--- src/rtl/lro_pkg.sv ---
package lro_pkg;
  typedef enum logic [1:0] {
    LS_PD   = 2'd0,
    LS_ACQ  = 2'd1,
    LS_LOCK = 2'd2
  } link_state_t;

  typedef enum logic [1:0] {
    CK_OFF   = 2'b00,
    CK_PIXEL = 2'b01,
    CK_OSC   = 2'b10
  } clk_src_t;
endpackage

--- src/rtl/lro_lock_fsm.sv ---
module lro_lock_fsm
  import lro_pkg::*;
#(
  parameter int ACQ_FRAMES  = 16,
  parameter int LOSS_W      = 4,
  parameter int IDLE_CYCLES = 64
) (
  input  logic              clk,
  input  logic              rst_n,
  input  logic              pwr_en,
  input  logic              fire,
  input  logic              frame_err,
  input  logic              cdr_lock,
  input  logic              sig_det,
  input  logic              auto_pd,
  input  logic [LOSS_W-1:0] loss_lim,
  output link_state_t       state
);
  localparam int ACQ_W  = $clog2(ACQ_FRAMES + 1);
  localparam int IDLE_W = $clog2(IDLE_CYCLES + 1);

  logic [ACQ_W-1:0]  good_cnt;
  logic [LOSS_W-1:0] bad_cnt;
  logic [IDLE_W-1:0] idle_cnt;
  logic [LOSS_W-1:0] lim_eff;
  logic              idle_hit;
  logic              good_frame;
  logic              bad_frame;
  logic              loss_reached;

  assign lim_eff      = (loss_lim == '0) ? LOSS_W'(1) : loss_lim;
  assign good_frame   = fire && !frame_err && cdr_lock;
  assign bad_frame    = fire && frame_err;
  assign loss_reached = ({1'b0, bad_cnt} + 1'b1) >= {1'b0, lim_eff};
  assign idle_hit     = auto_pd && !sig_det && (state != LS_PD) &&
                        (idle_cnt == IDLE_W'(IDLE_CYCLES - 1));

  // run length of absent stream
  always_ff @(posedge clk or negedge rst_n) begin
    if (!rst_n) begin
      idle_cnt <= '0;
    end else if (!pwr_en || state == LS_PD || sig_det || !auto_pd) begin
      idle_cnt <= '0;
    end else if (idle_cnt != IDLE_W'(IDLE_CYCLES)) begin
      idle_cnt <= idle_cnt + 1'b1;
    end
  end

  always_ff @(posedge clk or negedge rst_n) begin
    if (!rst_n) begin
      state    <= LS_PD;
      good_cnt <= '0;
      bad_cnt  <= '0;
    end else if (!pwr_en) begin
      state    <= LS_PD;
      good_cnt <= '0;
      bad_cnt  <= '0;
    end else begin
      case (state)
        LS_PD: begin
          good_cnt <= '0;
          bad_cnt  <= '0;
          if (sig_det || !auto_pd) state <= LS_ACQ;
        end
        LS_ACQ: begin
          bad_cnt <= '0;
          if (idle_hit) begin
            state    <= LS_PD;
            good_cnt <= '0;
          end else if (!cdr_lock || bad_frame) begin
            good_cnt <= '0;
          end else if (good_frame) begin
            if (good_cnt == ACQ_W'(ACQ_FRAMES - 1)) begin
              state    <= LS_LOCK;
              good_cnt <= '0;
            end else begin
              good_cnt <= good_cnt + 1'b1;
            end
          end
        end
        LS_LOCK: begin
          good_cnt <= '0;
          if (idle_hit) begin
            state   <= LS_PD;
            bad_cnt <= '0;
          end else if (!cdr_lock) begin
            state   <= LS_ACQ;
            bad_cnt <= '0;
          end else if (bad_frame) begin
            if (loss_reached) begin
              state   <= LS_ACQ;
              bad_cnt <= '0;
            end else begin
              bad_cnt <= bad_cnt + 1'b1;
            end
          end else if (good_frame) begin
            bad_cnt <= '0;
          end
        end
        default: begin
          state    <= LS_PD;
          good_cnt <= '0;
          bad_cnt  <= '0;
        end
      endcase
    end
  end
endmodule

--- src/rtl/lro_out_stage.sv ---
module lro_out_stage #(
  parameter int DATA_W = 21
) (
  input  logic              clk,
  input  logic              rst_n,
  input  logic              locked,
  input  logic              fire,
  input  logic [DATA_W-1:0] in_data,
  input  logic              sleep_low,
  output logic [DATA_W-1:0] out_data,
  output logic              out_valid,
  output logic [DATA_W-1:0] out_oe
);
  logic [DATA_W-1:0] data_q;
  logic              valid_q;

  always_ff @(posedge clk or negedge rst_n) begin
    if (!rst_n) begin
      data_q  <= '0;
      valid_q <= 1'b0;
    end else if (!locked) begin
      data_q  <= '0;
      valid_q <= 1'b0;
    end else begin
      valid_q <= fire;
      if (fire) data_q <= in_data;
    end
  end

  assign out_valid = valid_q & locked;

  for (genvar i = 0; i < DATA_W; i++) begin : g_pin
    assign out_oe[i]   = locked | sleep_low;
    assign out_data[i] = locked & data_q[i];
  end
endmodule

--- src/rtl/lro_clk_ctrl.sv ---
module lro_clk_ctrl
  import lro_pkg::*;
(
  input  logic       clk,
  input  logic       rst_n,
  input  logic       locked,
  input  logic       auto_clk,
  input  logic       osc_en,
  input  logic       sleep_low,
  input  logic       edge_cfg,
  output logic [1:0] clk_sel,
  output logic       clk_oe,
  output logic       edge_rise
);
  clk_src_t src;

  always_comb begin
    if (locked)                src = CK_PIXEL;
    else if (auto_clk && osc_en) src = CK_OSC;
    else                       src = CK_OFF;
  end

  assign clk_sel = src;
  assign clk_oe  = (src != CK_OFF) | sleep_low;

  always_ff @(posedge clk or negedge rst_n) begin
    if (!rst_n)       edge_rise <= 1'b0;
    else if (!locked) edge_rise <= edge_cfg;
  end
endmodule

--- src/rtl/link_rx_out_ctrl.sv ---
module link_rx_out_ctrl
  import lro_pkg::*;
#(
  parameter int DATA_W      = 21,
  parameter int ACQ_FRAMES  = 16,
  parameter int LOSS_W      = 4,
  parameter int IDLE_CYCLES = 64
) (
  input  logic              clk,
  input  logic              rst_n,
  input  logic              pwr_en,
  input  logic [DATA_W-1:0] in_data,
  input  logic              in_valid,
  input  logic              in_err,
  output logic              in_ready,
  input  logic              cdr_lock,
  input  logic              sig_det,
  input  logic              osc_en,
  input  logic              cfg_sleep_low,
  input  logic              cfg_auto_clk,
  input  logic              cfg_edge_rise,
  input  logic              cfg_auto_pd,
  input  logic [LOSS_W-1:0] cfg_loss_lim,
  output logic [DATA_W-1:0] out_data,
  output logic              out_valid,
  output logic [DATA_W-1:0] out_oe,
  output logic [1:0]        clk_sel,
  output logic              clk_oe,
  output logic              out_edge_rise,
  output logic              lock_o
);
  link_state_t state;
  logic        locked;
  logic        fire;

  assign in_ready = (state != LS_PD);
  assign fire     = in_valid & in_ready;
  assign locked   = (state == LS_LOCK);
  assign lock_o   = locked;

  lro_lock_fsm #(
    .ACQ_FRAMES (ACQ_FRAMES),
    .LOSS_W     (LOSS_W),
    .IDLE_CYCLES(IDLE_CYCLES)
  ) u_fsm (
    .clk      (clk),
    .rst_n    (rst_n),
    .pwr_en   (pwr_en),
    .fire     (fire),
    .frame_err(in_err),
    .cdr_lock (cdr_lock),
    .sig_det  (sig_det),
    .auto_pd  (cfg_auto_pd),
    .loss_lim (cfg_loss_lim),
    .state    (state)
  );

  lro_out_stage #(.DATA_W(DATA_W)) u_out (
    .clk      (clk),
    .rst_n    (rst_n),
    .locked   (locked),
    .fire     (fire),
    .in_data  (in_data),
    .sleep_low(cfg_sleep_low),
    .out_data (out_data),
    .out_valid(out_valid),
    .out_oe   (out_oe)
  );

  lro_clk_ctrl u_clk (
    .clk      (clk),
    .rst_n    (rst_n),
    .locked   (locked),
    .auto_clk (cfg_auto_clk),
    .osc_en   (osc_en),
    .sleep_low(cfg_sleep_low),
    .edge_cfg (cfg_edge_rise),
    .clk_sel  (clk_sel),
    .clk_oe   (clk_oe),
    .edge_rise(out_edge_rise)
  );
endmodule

--- config.mk ---
export PLATFORM = sky130hd
export DESIGN_NAME = link_rx_out_ctrl
export DESIGN_NICKNAME = d
export VERILOG_FILES = /design/src/rtl/lro_pkg.sv /design/src/rtl/lro_lock_fsm.sv /design/src/rtl/lro_out_stage.sv /design/src/rtl/lro_clk_ctrl.sv /design/src/rtl/link_rx_out_ctrl.sv
export SDC_FILE = /design/constraint.sdc
export NUM_CORES = 1
export LEC_CHECK = 0
export BUFFER_PORTS_ARGS = -buffer_cell sky130_fd_sc_hd__clkbuf_2
export CAP_MARGIN = 20
export CELL_PAD_IN_SITES_DETAIL_PLACEMENT = 0
export CELL_PAD_IN_SITES_GLOBAL_PLACEMENT = 1
export CORE_ASPECT_RATIO = 1.25
export CORE_MARGIN = 2
export CORE_UTILIZATION = 30
export CTS_CLUSTER_DIAMETER = 150
export DETAILED_ROUTE_END_ITERATION = 10
export PLACE_DENSITY_LB_ADDON = 0.12
export SLEW_MARGIN = 25
export SYNTH_ARGS = -nofsm -noshare
export SYNTH_HDL_FRONTEND = slang
export SYNTH_HIERARCHICAL = 1
export SYNTH_SLANG_ARGS = --single-unit
export TNS_END_PERCENT = 10
--- constraint.sdc ---
create_clock -name clk -period 2.23 [get_ports clk]
set_clock_uncertainty 0.1 [all_clocks]
set_input_delay 0.446 -clock clk [delete_from_list [all_inputs] [get_ports clk]]
set_output_delay 0.446 -clock clk [all_outputs]
set_load 0.05 [all_outputs]
=== Word level (Yosys, flattened, before mapping) ===
Cells that the tools add are included.

* Output and inout port bits: 49
* Register bits: 41
* Word-level logic and storage cells: 106
* Input bits: 37

* Bitwise gates (word level): 25
* Magnitude comparators: 1
* Muxes and demuxes: 32
* Reductions and logical operators: 23
* Equal/unequal tests: 14
* Add/sub/neg operators: 4

{| class="wikitable"
|+ Operator list
! kind !! number
|-
| $mux W21 || 2
|-
| $mux W4 || 8
|-
| $mux W5 || 6
|-
| $mux W2 || 12
|-
| $and A1 B1 Y1 || 23
|-
| $mux W7 || 2
|-
| $ne A5 B5 Y1 const B || 2
|-
| $ne A4 B2 Y1 const B || 2
|-
| $add A7 B1 Y7 const B || 1
|-
| $eq A7 B6 Y1 const B || 1
|-
| $logic_and A1 B1 Y1 || 7
|-
| $ne A7 B7 Y1 const B || 1
|-
| $ne A6 B6 Y1 const B || 1
|-
| $pmux W2 S3 || 1
|-
| $reduce_and A6 Y1 || 1
|-
| $reduce_bool A2 Y1 || 3
|-
| $add A4 B1 Y5 const B || 1
|-
| $add A5 B1 Y5 const B || 1
|-
| $eq A5 B4 Y1 const B || 1
|-
| $ge A5 B4 Y1 || 1
|-
| $logic_not A1 Y1 || 5
|-
| $logic_or A1 B1 Y1 || 5
|-
| $ne A5 B2 Y1 const B || 1
|-
| $add A4 B1 Y4 const B || 1
|-
| other kinds (9) || 10
|}

=== Depth between registers and ports, before layout ===
* Depth after elaboration: 10
* Gate-level depth with buffers: 8
* Mapped depth without buffers: 8

=== Cells and area by module ===
The synthesis kept the hierarchy.

{| class="wikitable"
|+ By module, submodules not included
! module !! area an instance (µm²) !! instances !! cells each !! seq. area each (µm²)
|-
| lro_out_stage || 1261.2 || 1 || 115 || 550.5
|-
| lro_lock_fsm || 1149.9 || 1 || 126 || 450.4
|-
| lro_clk_ctrl || 66.3 || 1 || 5 || 25.0
|-
| link_rx_out_ctrl || 22.5 || 1 || 3 || 0.0
|}

=== Least setup slack after synthesis ===
Ideal clock, no wire load.

* Kind: register -> output
* From: reg u_fsm.state[0]
* To: out out_oe[10]
* Setup slack: -0.034 ns
* Data required time: 1.684 ns
* Data arrival time: 1.718 ns
* Path buffers: 1
* Stages on the path, launching flop included: 4
* Cells stage by stage: dfrtp_1 and2b_2 or2_2 buf_4

* Longest elaborated chain between the ends: 2

{| class="wikitable"
|+ RTL lines
! what !! RTL line !! source
|-
| start: declaration || lro_lock_fsm.sv:17 || <nowiki>output link_state_t state</nowiki>
|-
| start signal: assignment || lro_lock_fsm.sv:51 || <nowiki>state <= LS_PD;</nowiki>
|-
| start signal: assignment || lro_lock_fsm.sv:55 || <nowiki>state <= LS_PD;</nowiki>
|-
| start signal: assignment || lro_lock_fsm.sv:63 || <nowiki>if (sig_det || !auto_pd) state <= LS_ACQ;</nowiki>
|-
| $eq A2 B2 Y1 || link_rx_out_ctrl.sv:38 || <nowiki>assign locked = (state == LS_LOCK);</nowiki>
|-
| net lock_o || link_rx_out_ctrl.sv:30 || <nowiki>output logic lock_o</nowiki>
|-
| $or A1 B1 Y1 || n/a ||
|-
| end: declaration || link_rx_out_ctrl.sv:26 || <nowiki>output logic [DATA_W-1:0] out_oe,</nowiki>
|}

The timed path passes the listed nets, and every way through them passes these cells.

=== Worst setup path after layout ===
* From: reg u_fsm.state[0]
* To: out clk_sel[1]

* Longest elaborated chain between the ends: 2

{| class="wikitable"
|+ RTL lines
! what !! RTL line !! source
|-
| $eq A2 B2 Y1 || link_rx_out_ctrl.sv:38 ||
|-
| $mux W2 || lro_clk_ctrl.sv:18 || <nowiki>if (locked) src = CK_PIXEL;</nowiki>
|-
| end: declaration || link_rx_out_ctrl.sv:27 || <nowiki>output logic [1:0] clk_sel,</nowiki>
|}

No other way between the ends.

==> results.txt <==
In this run the worst hold path is classified as primary input to async pin. The run gives 0 as the count of pins over their slew limit. The met3 capacity usage during global routing came out at 0.03571.

The tools report the cell at the root of the clock tree as sky130_fd_sc_hd__clkbuf_8. Per-instance average area after synthesis: 10.04 um^2. Detailed placement ended at an HPWL of 3718 um. The share of the clock period used by the worst path after layout came out at 0.9607. Among all flip-flop cells after synthesis, the most frequent one is sky130_fd_sc_hd__dfrtp_1. The core outline area came out at 8148 um^2. Subtracting the final worst setup slack from the clock period gives 2142 ps.

The final setup violation count was 0. The tools report the total routed wirelength as 5058 um. The tools report the element type at the critical path start as a flip-flop. The tools report the share of synthesized area occupied by flip-flops and latches as 0.4104. The type of destination of the critical path was an output pin.

The tools report the starting density of the core as 0.3068. Summed over all cells, the static leakage comes to 1.501 nW. Normalized max-slew margin: 0.6495. The die is 85.65 um wide. Data on the critical path is required at its endpoint by 1680 ps. The share of flip-flops with an asynchronous set or reset is 1.000, and the multi-input combinational cell area is 1241 um^2.

The warning count from the yosys run was 6. The count of final hold-check violations was 0. During I/O placement, the number of pins put on the boundary was 86.

Following the worst setup path forward leads to its endpoint at clk_sel[1]. Setup total negative slack on the finished layout was measured at 0 ps. TritonCTS built the clock tree. The most critical setup path has its startpoint at u_fsm/state[0]$_DFFE_PN0P_. For this design, the sink count on the clock tree is 41. TritonCTS created 5 clock buffers. Most used routing layer in global routing: met2.

When the netlist entered floorplanning its net count stood at 294. Library cell with the largest summed area after synthesis: sky130_fd_sc_hd__dfrtp_1. During placement, the flow inserted port buffers numbering 85. The tools report the number of distinct library cell variants in the gate-level netlist after synthesis as 44.

Of all nets on the critical path, the largest fanout is 8. The flow ran to the end, and the final reports show no timing, DRC or antenna violations. Hold is met by 113.6 ps. Dividing the detail-routed via count by the number of cells gives 4.414. Static timing analysis puts the maximum clock frequency at 0.4668 GHz. The met1 track utilization from global routing is 0.1424, and the synthesized area is 2500 um^2. The most frequent cell after synthesis is sky130_fd_sc_hd__dfrtp_1. After synthesis, the most frequently instantiated cells are sky130_fd_sc_hd__dfrtp_1, sky130_fd_sc_hd__nor2b_1, sky130_fd_sc_hd__and2_1. With fillers left out, the area of the finished cells amounts to 3164 um^2. The via count of the first global-routing pass was 1,764. After the last flow step, the layout net total stands at 375. Including well taps, the total number of placed cells is 418. Met2 capacity usage during global routing: 0.1797. The area growth from synthesis to layout is 26.58%. The y dimension of the die came out at 106.1 um. The first global-routing pass estimated 8128 um of wire.

Per-cell routed wire length: 11.82 um. The share of the synthesized area in the top cell type is 0.4104. Aggregate global-route resource usage: 0.1128. Summing all placed instances gives a cell area of 2952 um^2. The tools report the layout filler cell count as 830.

The worst register-to-register path ends at u_fsm/good_cnt[3]$_DFFE_PN0P_. The floorplan step defined a die boundary enclosing 9084 um^2. The non-filler instance count after layout was 428.

Ranked by total cell area, the synthesized netlist is headed by sky130_fd_sc_hd__dfrtp_1, sky130_fd_sc_hd__mux2i_1, sky130_fd_sc_hd__buf_4, sky130_fd_sc_hd__nor2b_1, sky130_fd_sc_hd__and2_1. Buffers inserted to repair hold after CTS numbered 0. The power per cell area came out at 514.2 nW/um^2. The overall power came out at 1.627 mW. The startpoint identified for the worst register-to-register timing path is u_fsm/idle_cnt[6]$_DFFE_PN0P_. 0 antenna diodes ended up in the layout. The number of vias after detailed routing came out at 1,889. The critical path is of the flip-flop to output pin type. Counting flops and latches in the post-synthesis netlist gives 41. The number of flops mapped to enable cells by yosys was 0; the clock-pin slew on the worst setup and hold paths was 80 ps. The number of nets with antenna violations after routing was 0; the area taken by flip-flops and latches was 1028 um^2.

The share of post-route cells with drive strength above 1 was 0.3837; the maximum vdd ir drop was 0.2388 mV. The insertion delay of the later-clocked pin in the worst-skew pair came out at 290 ps. The setup slack on the worst flop-to-flop path is 160 ps. In the synthesized netlist, the number of instances is 249. Standard-cell row count: 37.

After detailed routing, the number of remaining DRC violations is 0. Measured in cells, the most critical reg-to-reg path has a length of 5. Max-cap violations in this run came to 0.

Routability-driven placement finished with a final weighted congestion of 0.7373. The logs give 6 for the first-pass iteration count of the detailed router and 2 for the H-tree depth. Entering global routing, the biggest net connects 42 pins. The final global-route overflow total was 0; the maximum root-to-sink buffer count was 2. Setup repair after global routing could not meet its margin everywhere. The initial antenna violation count was 0. For the DRC violation total after the first TritonRoute iteration, the log shows 34. The critical path data arrival time is 1600 ps, and the transition at the pin with the smallest max-transition slack is 525.7 ps.
[layout by cell type, fill, tap and decap left out, types with 3 or more instances in the layout]
cell                       count
sky130_fd_sc_hd__clkbuf_2     40
sky130_fd_sc_hd__dfrtp_1      39
sky130_fd_sc_hd__buf_4        31
sky130_fd_sc_hd__nor2b_1      24
sky130_fd_sc_hd__buf_2        23
sky130_fd_sc_hd__and2_1       23
sky130_fd_sc_hd__mux2i_1      21
sky130_fd_sc_hd__nor2_1       15
sky130_fd_sc_hd__nand2_1      12
sky130_fd_sc_hd__a21oi_1       8
sky130_fd_sc_hd__ha_1          8
sky130_fd_sc_hd__inv_1         7
sky130_fd_sc_hd__nand3_1       7
sky130_fd_sc_hd__clkbuf_4      6
sky130_fd_sc_hd__clkbuf_8      5
sky130_fd_sc_hd__nand2b_1      5
sky130_fd_sc_hd__xnor2_1       4
sky130_fd_sc_hd__nand3b_1      4
sky130_fd_sc_hd__o21ai_0       4
sky130_fd_sc_hd__xor2_1        3
sky130_fd_sc_hd__a31oi_1       3
[sequential cells by signal, summed over array words and instances, names as in the netlist]
register         cells
u_fsm/bad_cnt        4
u_out/data_q        21
u_fsm/idle_cnt       7
u_clk/edge_rise      1
u_fsm/state          2
u_out/valid_q        1
u_fsm/good_cnt       5
[where the power goes]
group          internal [mW]  switching (mW)
logic                 0.0955           0.185
clock network          0.336           0.256
registers              0.748         0.00647
total                   1.18           0.448
[area by class of cell]
type / count / share of cell area
Timing Repair Buffer: 103 / 0.2009
Inverter: 7 / 0.008304
Multi-Input combinational cell: 172 / 0.3923
Tap cell: 97 / 0.03836
Clock buffer: 6 / 0.02293
Sequential cell: 41 / 0.3250
Clock inverter: 2 / 0.01226
[per-stage QoR]
stage / util / worst slack (ps)
CTS: 0.3828 / -0.9681
global placement: 0.3623 / -143.2
detailed placement: 0.3623 / -200.7
floorplan: - / 41.34
finish: 0.3884 / 87.59
global route: 0.3884 / -6.379
[how the worst min path moves through the flow]
stage / start / end / slack, ps / cells after the start
floorplan: rst_n / u_clk/edge_rise$_DFFE_PN0N_ / 50 / 0
CTS: rst_n / u_out/data_q[2]$_DFFE_PN0P_ / 130 / 2
global placement: u_fsm/good_cnt[4]$_DFFE_PN0P_ / u_fsm/good_cnt[4]$_DFFE_PN0P_ / 380 / 1
detailed placement: u_fsm/good_cnt[4]$_DFFE_PN0P_ / u_fsm/good_cnt[4]$_DFFE_PN0P_ / 390 / 1
finish: rst_n / u_out/data_q[2]$_DFFE_PN0P_ / 110 / 2
global route: rst_n / u_fsm/idle_cnt[1]$_DFFE_PN0P_ / 150 / 2
[routing by layer]
| metal | part of all wire | up-vias |
|---|---|---|
| met5 | 0 | - |
| met4 | 0.016 | 0 |
| met3 | 0.053 | 7 |
| met2 | 0.47 | 48 |
| met1 | 0.46 | 855 |
| li1 | - | 979 |
[worst max-delay path, cell delays in order, from the launching register on]
cell and delay [ps]:
sky130_fd_sc_hd__dfrtp_2 450, sky130_fd_sc_hd__and2b_4 330, sky130_fd_sc_hd__buf_4 140, sky130_fd_sc_hd__and3b_2 190
sky130_fd_sc_hd__buf_2 200
[cell families after synthesis]
group	synth area share
DFF	0.4104
AOI/OAI and AO/OA	0.08008
adders and majority gates	0.04004
muxes	0.09910
buffers and inverters	0.1026
xor gates and xnor gates	0.02453
and+or+nand+nor	0.2432
[what timing repair did]
action	CTS	global route
endpoints found under the hold margin	0	0
setup endpoints to repair	44	49
pin swaps	0	1
setup buffers	1	1
resized for setup	20	56
(Power assumes the default switching activity.)
